File: config.mk
export PLATFORM = sky130hd
export DESIGN_NAME = muldiv_unit
export DESIGN_NICKNAME = d
export VERILOG_FILES = /design/src/rtl/muldiv_pkg.sv /design/src/rtl/muldiv_ctrl.sv /design/src/rtl/muldiv_mul_core.sv /design/src/rtl/muldiv_div_core.sv /design/src/rtl/muldiv_unit.sv
export SDC_FILE = /design/constraint.sdc
export NUM_CORES = 1
export LEC_CHECK = 0
export BUFFER_PORTS_ARGS = -buffer_cell sky130_fd_sc_hd__clkbuf_2
export CAP_MARGIN = 40
export CELL_PAD_IN_SITES_DETAIL_PLACEMENT = 0
export CELL_PAD_IN_SITES_GLOBAL_PLACEMENT = 1
export CORE_MARGIN = 4
export CORE_UTILIZATION = 50
export DETAILED_ROUTE_END_ITERATION = 7
export GPL_TIMING_DRIVEN = 0
export PLACE_DENSITY = 0.95
export SLEW_MARGIN = 20
export SYNTH_ARGS = -nofsm -noshare
export SYNTH_HDL_FRONTEND = slang
export SYNTH_SLANG_ARGS = --single-unit
export TNS_END_PERCENT = 1
File: constraint.sdc
create_clock -name clk -period 9.25 [get_ports clk]
set_input_delay 1.3875 -clock clk [delete_from_list [all_inputs] [get_ports clk]]
set_output_delay 1.3875 -clock clk [all_outputs]
set_load 0.01 [all_outputs]
File: src/rtl/muldiv_pkg.sv
package muldiv_pkg;

    localparam int A_W       = 24;
    localparam int B_W       = 16;
    localparam int P_W       = A_W + B_W;
    localparam int NA_W      = 16;
    localparam int NB_W      = 8;
    localparam int STEP_BITS = 2;
    localparam int CNT_W     = 4;

    localparam int LAT_MUL_S = 5;
    localparam int LAT_MUL_L = 12;
    localparam int LAT_DIV_S = 8;
    localparam int LAT_DIV_L = 12;

    typedef enum logic [1:0] {
        OP_MUL_S = 2'b00,
        OP_MUL_L = 2'b01,
        OP_DIV_S = 2'b10,
        OP_DIV_L = 2'b11
    } op_e;

    typedef struct packed {
        logic [P_W-1:0] acc;
        logic [P_W-1:0] mcand;
        logic [B_W-1:0] mplier;
    } mul_st_t;

    typedef struct packed {
        logic [B_W-1:0] rem;
        logic [A_W-1:0] quo;
    } div_st_t;

    function automatic logic op_is_div(input op_e op);
        return op[1];
    endfunction

    function automatic logic op_is_long(input op_e op);
        return op[0];
    endfunction

    // Steps still to run after the acceptance edge, which runs the first one.
    function automatic logic [CNT_W-1:0] steps_left(input op_e op);
        case (op)
            OP_MUL_S: return CNT_W'(LAT_MUL_S - 1);
            OP_MUL_L: return CNT_W'(LAT_MUL_L - 1);
            OP_DIV_S: return CNT_W'(LAT_DIV_S - 1);
            default:  return CNT_W'(LAT_DIV_L - 1);
        endcase
    endfunction

    function automatic mul_st_t mul_step(input mul_st_t s);
        mul_st_t n = s;
        for (int i = 0; i < STEP_BITS; i++) begin
            if (n.mplier[0]) n.acc = n.acc + n.mcand;
            n.mcand  = n.mcand << 1;
            n.mplier = n.mplier >> 1;
        end
        return n;
    endfunction

    function automatic div_st_t div_step(input div_st_t s, input logic [B_W-1:0] dvs);
        div_st_t n = s;
        logic [B_W:0] trial;
        for (int i = 0; i < STEP_BITS; i++) begin
            trial = {n.rem, n.quo[A_W-1]};
            n.quo = {n.quo[A_W-2:0], 1'b0};
            if (trial >= {1'b0, dvs}) begin
                trial    = trial - {1'b0, dvs};
                n.quo[0] = 1'b1;
            end
            n.rem = trial[B_W-1:0];
        end
        return n;
    endfunction

endpackage

File: src/rtl/muldiv_ctrl.sv
module muldiv_ctrl
    import muldiv_pkg::*;
(
    input  logic clk,
    input  logic rst,
    input  logic start,
    input  op_e  op,
    output logic busy,
    output logic done,
    output logic load,
    output logic step
);

    logic [CNT_W-1:0] remaining;

    assign load = start && !busy;
    assign step = busy;

    always_ff @(posedge clk) begin
        if (rst) begin
            busy      <= 1'b0;
            done      <= 1'b0;
            remaining <= '0;
        end else begin
            done <= 1'b0;
            if (load) begin
                remaining <= steps_left(op);
                busy      <= 1'b1;
            end else if (busy) begin
                remaining <= remaining - 1'b1;
                if (remaining == CNT_W'(1)) begin
                    busy <= 1'b0;
                    done <= 1'b1;
                end
            end
        end
    end

    assert_done_single_R5: assert property (@(posedge clk) disable iff (rst)
        done |=> !done);

    assert_busy_not_done_R5: assert property (@(posedge clk) disable iff (rst)
        busy |-> !done);

    assert_busy_ends_in_done_R5: assert property (@(posedge clk) disable iff (rst)
        $fell(busy) |-> done);

    assert_busy_needs_start_R6: assert property (@(posedge clk) disable iff (rst)
        $rose(busy) |-> $past(start));

endmodule

File: src/rtl/muldiv_mul_core.sv
module muldiv_mul_core
    import muldiv_pkg::*;
(
    input  logic           clk,
    input  logic           rst,
    input  logic           load,
    input  logic           step,
    input  op_e            op,
    input  logic [A_W-1:0] opa,
    input  logic [B_W-1:0] opb,
    output logic [P_W-1:0] product
);

    mul_st_t st, init;

    always_comb begin
        init.acc = '0;
        if (op_is_long(op)) begin
            init.mcand  = {{(P_W-A_W){1'b0}}, opa};
            init.mplier = opb;
        end else begin
            init.mcand  = {{(P_W-NA_W){1'b0}}, opa[NA_W-1:0]};
            init.mplier = {{(B_W-NB_W){1'b0}}, opb[NB_W-1:0]};
        end
    end

    always_ff @(posedge clk) begin
        if (rst)       st <= '0;
        else if (load) st <= mul_step(init);
        else if (step) st <= mul_step(st);
    end

    assign product = st.acc;

    assert_mcand_shift_R2: assert property (@(posedge clk) disable iff (rst)
        (step && !load) |=> st.mcand[STEP_BITS-1:0] == '0);

endmodule

File: src/rtl/muldiv_div_core.sv
module muldiv_div_core
    import muldiv_pkg::*;
(
    input  logic           clk,
    input  logic           rst,
    input  logic           load,
    input  logic           step,
    input  op_e            op,
    input  logic [A_W-1:0] opa,
    input  logic [B_W-1:0] opb,
    output logic [A_W-1:0] quotient,
    output logic [B_W-1:0] remainder,
    output logic           div_zero
);

    div_st_t        st, init;
    logic [B_W-1:0] divisor, init_dvs;
    logic           wide;

    always_comb begin
        init.rem = '0;
        if (op_is_long(op)) begin
            init.quo = opa;
            init_dvs = opb;
        end else begin
            init.quo = {opa[NA_W-1:0], {(A_W-NA_W){1'b0}}};
            init_dvs = {{(B_W-NB_W){1'b0}}, opb[NB_W-1:0]};
        end
    end

    always_ff @(posedge clk) begin
        if (rst) begin
            st       <= '0;
            divisor  <= '0;
            wide     <= 1'b0;
            div_zero <= 1'b0;
        end else if (load) begin
            st       <= div_step(init, init_dvs);
            divisor  <= init_dvs;
            wide     <= op_is_long(op);
            div_zero <= (init_dvs == '0);
        end else if (step) begin
            st <= div_step(st, divisor);
        end
    end

    assign quotient  = wide ? st.quo : {{(A_W-NA_W){1'b0}}, st.quo[NA_W-1:0]};
    assign remainder = wide ? st.rem : {{(B_W-NB_W){1'b0}}, st.rem[NB_W-1:0]};

    assert_rem_below_divisor_R4: assert property (@(posedge clk) disable iff (rst)
        (divisor != '0) |-> (st.rem < divisor));

endmodule

File: src/rtl/muldiv_unit.sv
module muldiv_unit
    import muldiv_pkg::*;
(
    input  logic        clk,
    input  logic        rst,
    input  logic        start,
    input  logic [1:0]  op,
    input  logic [23:0] opa,
    input  logic [15:0] opb,
    output logic        busy,
    output logic        done,
    output logic [39:0] product,
    output logic [23:0] quotient,
    output logic [15:0] remainder,
    output logic        div_zero
);

    op_e  op_in, op_q;
    logic load, step;

    assign op_in = op_e'(op);

    always_ff @(posedge clk) begin
        if (rst)       op_q <= OP_MUL_S;
        else if (load) op_q <= op_in;
    end

    muldiv_ctrl u_ctrl (
        .clk   (clk),
        .rst   (rst),
        .start (start),
        .op    (op_in),
        .busy  (busy),
        .done  (done),
        .load  (load),
        .step  (step)
    );

    muldiv_mul_core u_mul (
        .clk     (clk),
        .rst     (rst),
        .load    (load && !op_is_div(op_in)),
        .step    (step && !op_is_div(op_q)),
        .op      (op_in),
        .opa     (opa),
        .opb     (opb),
        .product (product)
    );

    muldiv_div_core u_div (
        .clk       (clk),
        .rst       (rst),
        .load      (load && op_is_div(op_in)),
        .step      (step && op_is_div(op_q)),
        .op        (op_in),
        .opa       (opa),
        .opb       (opb),
        .quotient  (quotient),
        .remainder (remainder),
        .div_zero  (div_zero)
    );

    assert_result_hold_R8: assert property (@(posedge clk) disable iff (rst)
        $past(!rst && !busy && !start) |->
            ($stable(product) && $stable(quotient) && $stable(remainder) && $stable(div_zero)));

    assert_zero_div_ones_R7: assert property (@(posedge clk) disable iff (rst)
        (done && op_is_div(op_q) && div_zero) |->
            (quotient == (op_is_long(op_q) ? {A_W{1'b1}} : {{(A_W-NA_W){1'b0}}, {NA_W{1'b1}}})));

    assert_short_mul_width_R1: assert property (@(posedge clk) disable iff (rst)
        (done && op_q == OP_MUL_S) |-> (product[P_W-1:NA_W+NB_W] == '0));

endmodule

==> results.md <==
- The critical path capture point type is a flop.
- For this block, wires on met1 add up to ~24000 µm.
- Counting every sink on the clock net gives ~160.
- The area share of the leading cell type in the synthesized netlist is about a fifth.
- In this run the core area contains 64 standard-cell rows.
- In this run the post-CTS setup repair buffer count came out at 0.
- The cell with the largest stage delay on the worst path is a221o_1.
- The worst setup path is launched from a flop.
- The critical path is of the reg -> reg type.
- Input and output buffers added on the ports amount to between 100 and 150.
- The number of nets in the finished design is 2390.
- The number of H-tree levels is 4.
- The data required time of the worst path is 9.61 ns.
- During synthesis, Yosys emitted a total of 0 warnings.
- The die is 183.9 µm tall.
- The critical path ends at u_div.st[38].
- The run finished, with violations left.
- The share of the Yosys chip area taken by registers is 20.32%.
- Prior to clock tree synthesis, the placed netlist has a worst setup slack of between 2 and 2.5 ns.
- The total nets after synthesis is ~2200.
- The buffer depth of the longest clock path is 2.
- The largest incremental delay on the critical path is 0.49 ns.
- Cells with a size suffix above 1 make up approximately 14% of the layout.
- The detailed router used layers up to and including met4.
- The cell area after synthesis is 15470 µm².
- The power dissipated by switching net loads is roughly 0.0019 W.
- After global routing the overflow that remains totals 0.
- Compared with the post-synthesis result, the final layout area differs by 11.49%.
- The later pin in the worst-skew pair is clocked with a latency of between 0.4 and 0.5 ns.
- In the synthesized netlist, the cells that appear most often are nand2_1 (234), a21oi_1 (218), dfxtp_1 (157).
- The final reports fail on DRC.
- The placeable core area is 30590 µm².
- Counting the buffers created by CTS gives 17.
- The total of max-cap violations is 0.
- The residual antenna-violating net count after detailed routing is 0.
- The highest clock rate is around 0.14 GHz.
- Detailed routing inserted a total of roughly 16000 vias.
- The post-CTS clock slew at the launch and capture registers of the worst setup and hold paths is 0.06 ns.
- The max-slew violation count was 0.
- The number of global-route vias before repair is 15460.
- Of all nets on the critical path, the largest fanout is 10.
- Detailed placement finished with a half-perimeter wire length of ~44000 µm.
- After clock tree synthesis, the flow added hold-fix buffers numbering 0.
- The routed length per instance is ~21 µm.
- After synthesis, the share of flip-flops with an asynchronous set or reset is 0%.
- The final count of hold timing violations was 0.
- The total wire length after detailed routing is about 55000 µm.
- The startpoint of the lowest-slack register-to-register path is u_div.divisor[1].
- Data on the critical path arrives at its endpoint at 7.26 ns.
- Setup slack on the critical path of the routed design comes to 2.351 ns.
- The filler cells instantiated in the layout total 3028.
- The setup slack on the worst flop-to-flop path is 2.35 ns.
- The die boundary width is between 150 and 200 µm.
- The die footprint is around 34000 µm².
- The initial antenna violation count came to 0.
- The number of unique standard cell types used by synthesis is 81.
- Post-CTS repair changed the size of 0 cells.
- The detailed router's first-iteration violation count is 1557.
- In the final layout, the multi-input gates occupy around 11000 µm².
- The storage element area is 3143 µm².
- At the pin with the least slew margin, the transition time is approximately 0.92 ns.
- By area the synthesized netlist is led by dfxtp_1 (20%), ha_1 (12%), a21oi_1 (7.1%).
- The share of total power in combinational logic is a little under two thirds.
- The max-slew headroom at the worst pin is 38.95%.
- The number of synthesized flops with an enable pin is 0.
- The cell type with the largest total area after synthesis is dfxtp_1.
- The first global-routing pass estimated 85620 µm of wire.
- The aggregate negative setup slack is 0 ns.
- The path class of the tightest hold or removal check is reg -> reg.
- The number of failing setup endpoints in the final timing report is 0.
- Among the stages of the critical path, the cell type that occurs most often is o21ai_1.
- The number of cells on the worst reg-to-reg path is 27.
- TritonCTS built the clock tree.
- The end of the worst register-to-register path is u_div.st[38].
- Wire segments on met2 add up to 25030 µm in the final route.
- The cell sitting at the root of the clock tree is a clkbuf_16.
- The buffering stage count on the worst path with inverters included is 4.
- After synthesis the netlist holds a flip-flop and latch count of between 150 and 200.
- Per report_power, the sequential group accounts for 18.4% of the total.
- The cell type group with the largest total delay on the critical path is compound AO/OA/AOI/OAI gates.
- Setup repair after global routing left no endpoint under its margin.
- The worst hold path begins at u_mul.st[10].
- The number of placed I/O pins is 128.
- Dividing the synthesized area by the synthesized cell count gives 7.580 µm².
- Cell internal power was estimated by the tool at ~0.0024 W.
- The largest net degree at the start of global routing is 17.
- The initial utilization of the core area, before any placement, comes to 50.58%.
- The count of TritonRoute iterations in the first routing pass is 8.
- The static leakage is a little under 8 nW.
- Of the available clock period, the critical path in the final layout requires 74.59%.
- The remaining design rule violation count is 1.
- In this run the number of cells on the critical path is 27.
- Clock skew on the completed layout was measured at 0.01628 ns.
- Among all flip-flop cells after synthesis, the most frequent one is dfxtp_1.
- The switching fraction of total power is 43.96%.
- The global router's overall resource usage is 31.63%.
- The beginning of the critical path is u_div.divisor[1].
- The post-synthesis instance total is 2041.
- The placer's final routability congestion estimate is 1.010.
- The routed wire length on met3 is 3690 µm.
- Power spread over the standard cell area amounts to roughly 240 nW/µm².
- Across the VDD grid, the largest voltage drop is 650.3 µV.
- The clock network burns 18.2% of the power.
- The worst path needs about 6.9 ns of the cycle, external delays included.
- The number of vias per cell after detailed routing is just over 6.
- The most frequent cell after synthesis is nand2_1.
==> sequential cells by signal, summed over array words and instances, names as in the netlist <==
name	cells
u_div.divisor	16
u_mul.st	52
u_ctrl.done	1
u_div.div_zero	1
u_mul.product	40
u_ctrl.busy	1
u_div.wide	1
u_ctrl.remaining	4
op_q	1
u_div.st	40
==> layer usage <==
metal | vias up | global-route usage, %
met3 | 127 | 3.522
met1 | 7671 | 42.52
li1 | 7705 | -
met4 | 0 | 13.10
met2 | 697 | 51.70
met5 | - | 0
==> power groups by stage <==
stage	combinational (W)	sequential, W	clock (W)
final	0.00268	0.000776	0.000766
after detailed placement	0.00262	0.000788	0
after CTS	0.00265	0.000773	0.000765
after floorplan	0.00203	0.000764	0
after global placement	0.00258	0.000787	0
after global routing	0.00288	0.000780	0.000790
==> cell type report <==
class                           count  share of cell area (%)
Antenna cell                        2                 0.02902
Buffer                            165                   5.049
Clock buffer                       22                   2.749
Clock inverter                     10                  0.8777
Inverter                           85                   1.850
Multi-Input combinational cell   1634                   64.57
Sequential cell                   157                   18.22
Tap cell                          396                   2.872
Timing Repair Buffer              129                   3.779
==> per-stage QoR <==
stage,instances,area [µm²],util (%),hold WS (ns),power [W]
CTS,2598,17240,56.37,0.4581,0.004183
global route,2598,17240,56.37,0.4765,0.004450
floorplan,2041,15470,-,0.4323,0.002796
detailed placement,2566,16620,54.33,0.4497,0.003411
global placement,2564,16600,54.27,0.4424,0.003364
finish,2600,17250,56.39,0.4580,0.004218
==> layout by cell type (no fill, tap or decap), drive strengths merged, types with 16 or more instances in the layout <==
cell    instances
o21bai         16
nor2b          24
mux2           50
a22oi          35
buf            85
xnor2          72
a311oi         20
ha            150
nor3           25
a31oi          22
dfxtp         157
and3           28
inv            86
nand2         234
a221oi         33
a21o           74
o21ai          88
a21oi         219
xor2           42
a211oi         17
and2           48
mux2i          26
clkbuf        231
nand3          61
nor2          143
nand2b         18
nand4          17
==> worst reg2reg max path: stages (launching register included) <==
cell	delay [ns]
dfxtp_1	0.31
inv_1	0.17
ha_1	0.28
nor2b_1	0.14
o21ai_1	0.18
a21boi_1	0.21
nor3_2	0.26
o31ai_2	0.14
a221o_1	0.39
a21o_1	0.23
a21oi_2	0.42
buf_2	0.39
mux2i_1	0.42
ha_1	0.32
nor2b_1	0.15
o21ai_1	0.17
a21boi_1	0.14
o21ai_1	0.15
nand2b_1	0.12
a31oi_1	0.27
o21ai_1	0.20
a221o_1	0.40
a221o_1	0.49
buf_6	0.21
buf_2	0.21
o311ai_1	0.12
o211ai_1	0.17
a21oi_1	0.18
==> logic make-up (layout without fill, tap and decap cells) <==
logic type | after synthesis | after routing | synth area share, %
compound gates | 646 | 646 | 27.59
simple gates | 642 | 642 | 19.69
buf+inv | 250 | 411 | 7.691
flops | 157 | 157 | 20.32
fa+ha+maj | 156 | 156 | 12.91
xor+xnor | 114 | 114 | 6.454
mux | 76 | 76 | 5.346
other cells | 0 | 2 | 0
==> worst min-delay path by stage <==
| stage | slack (ns) | depth (start not counted) | endpoint |
|---|---|---|---|
| 2_1_floorplan | 0.43 | 2 | u_mul.product[0] |
| 3_3_place_gp | 0.44 | 2 | u_mul.st[4] |
| 5_1_grt | 0.48 | 2 | u_mul.st[8] |
| 6_report | 0.46 | 2 | u_mul.st[10] |
| 4_1_cts | 0.46 | 2 | u_mul.st[10] |
| 3_5_place_dp | 0.45 | 2 | u_div.divisor[11] |
No activity file was read; power rests on OpenSTA's default activity.
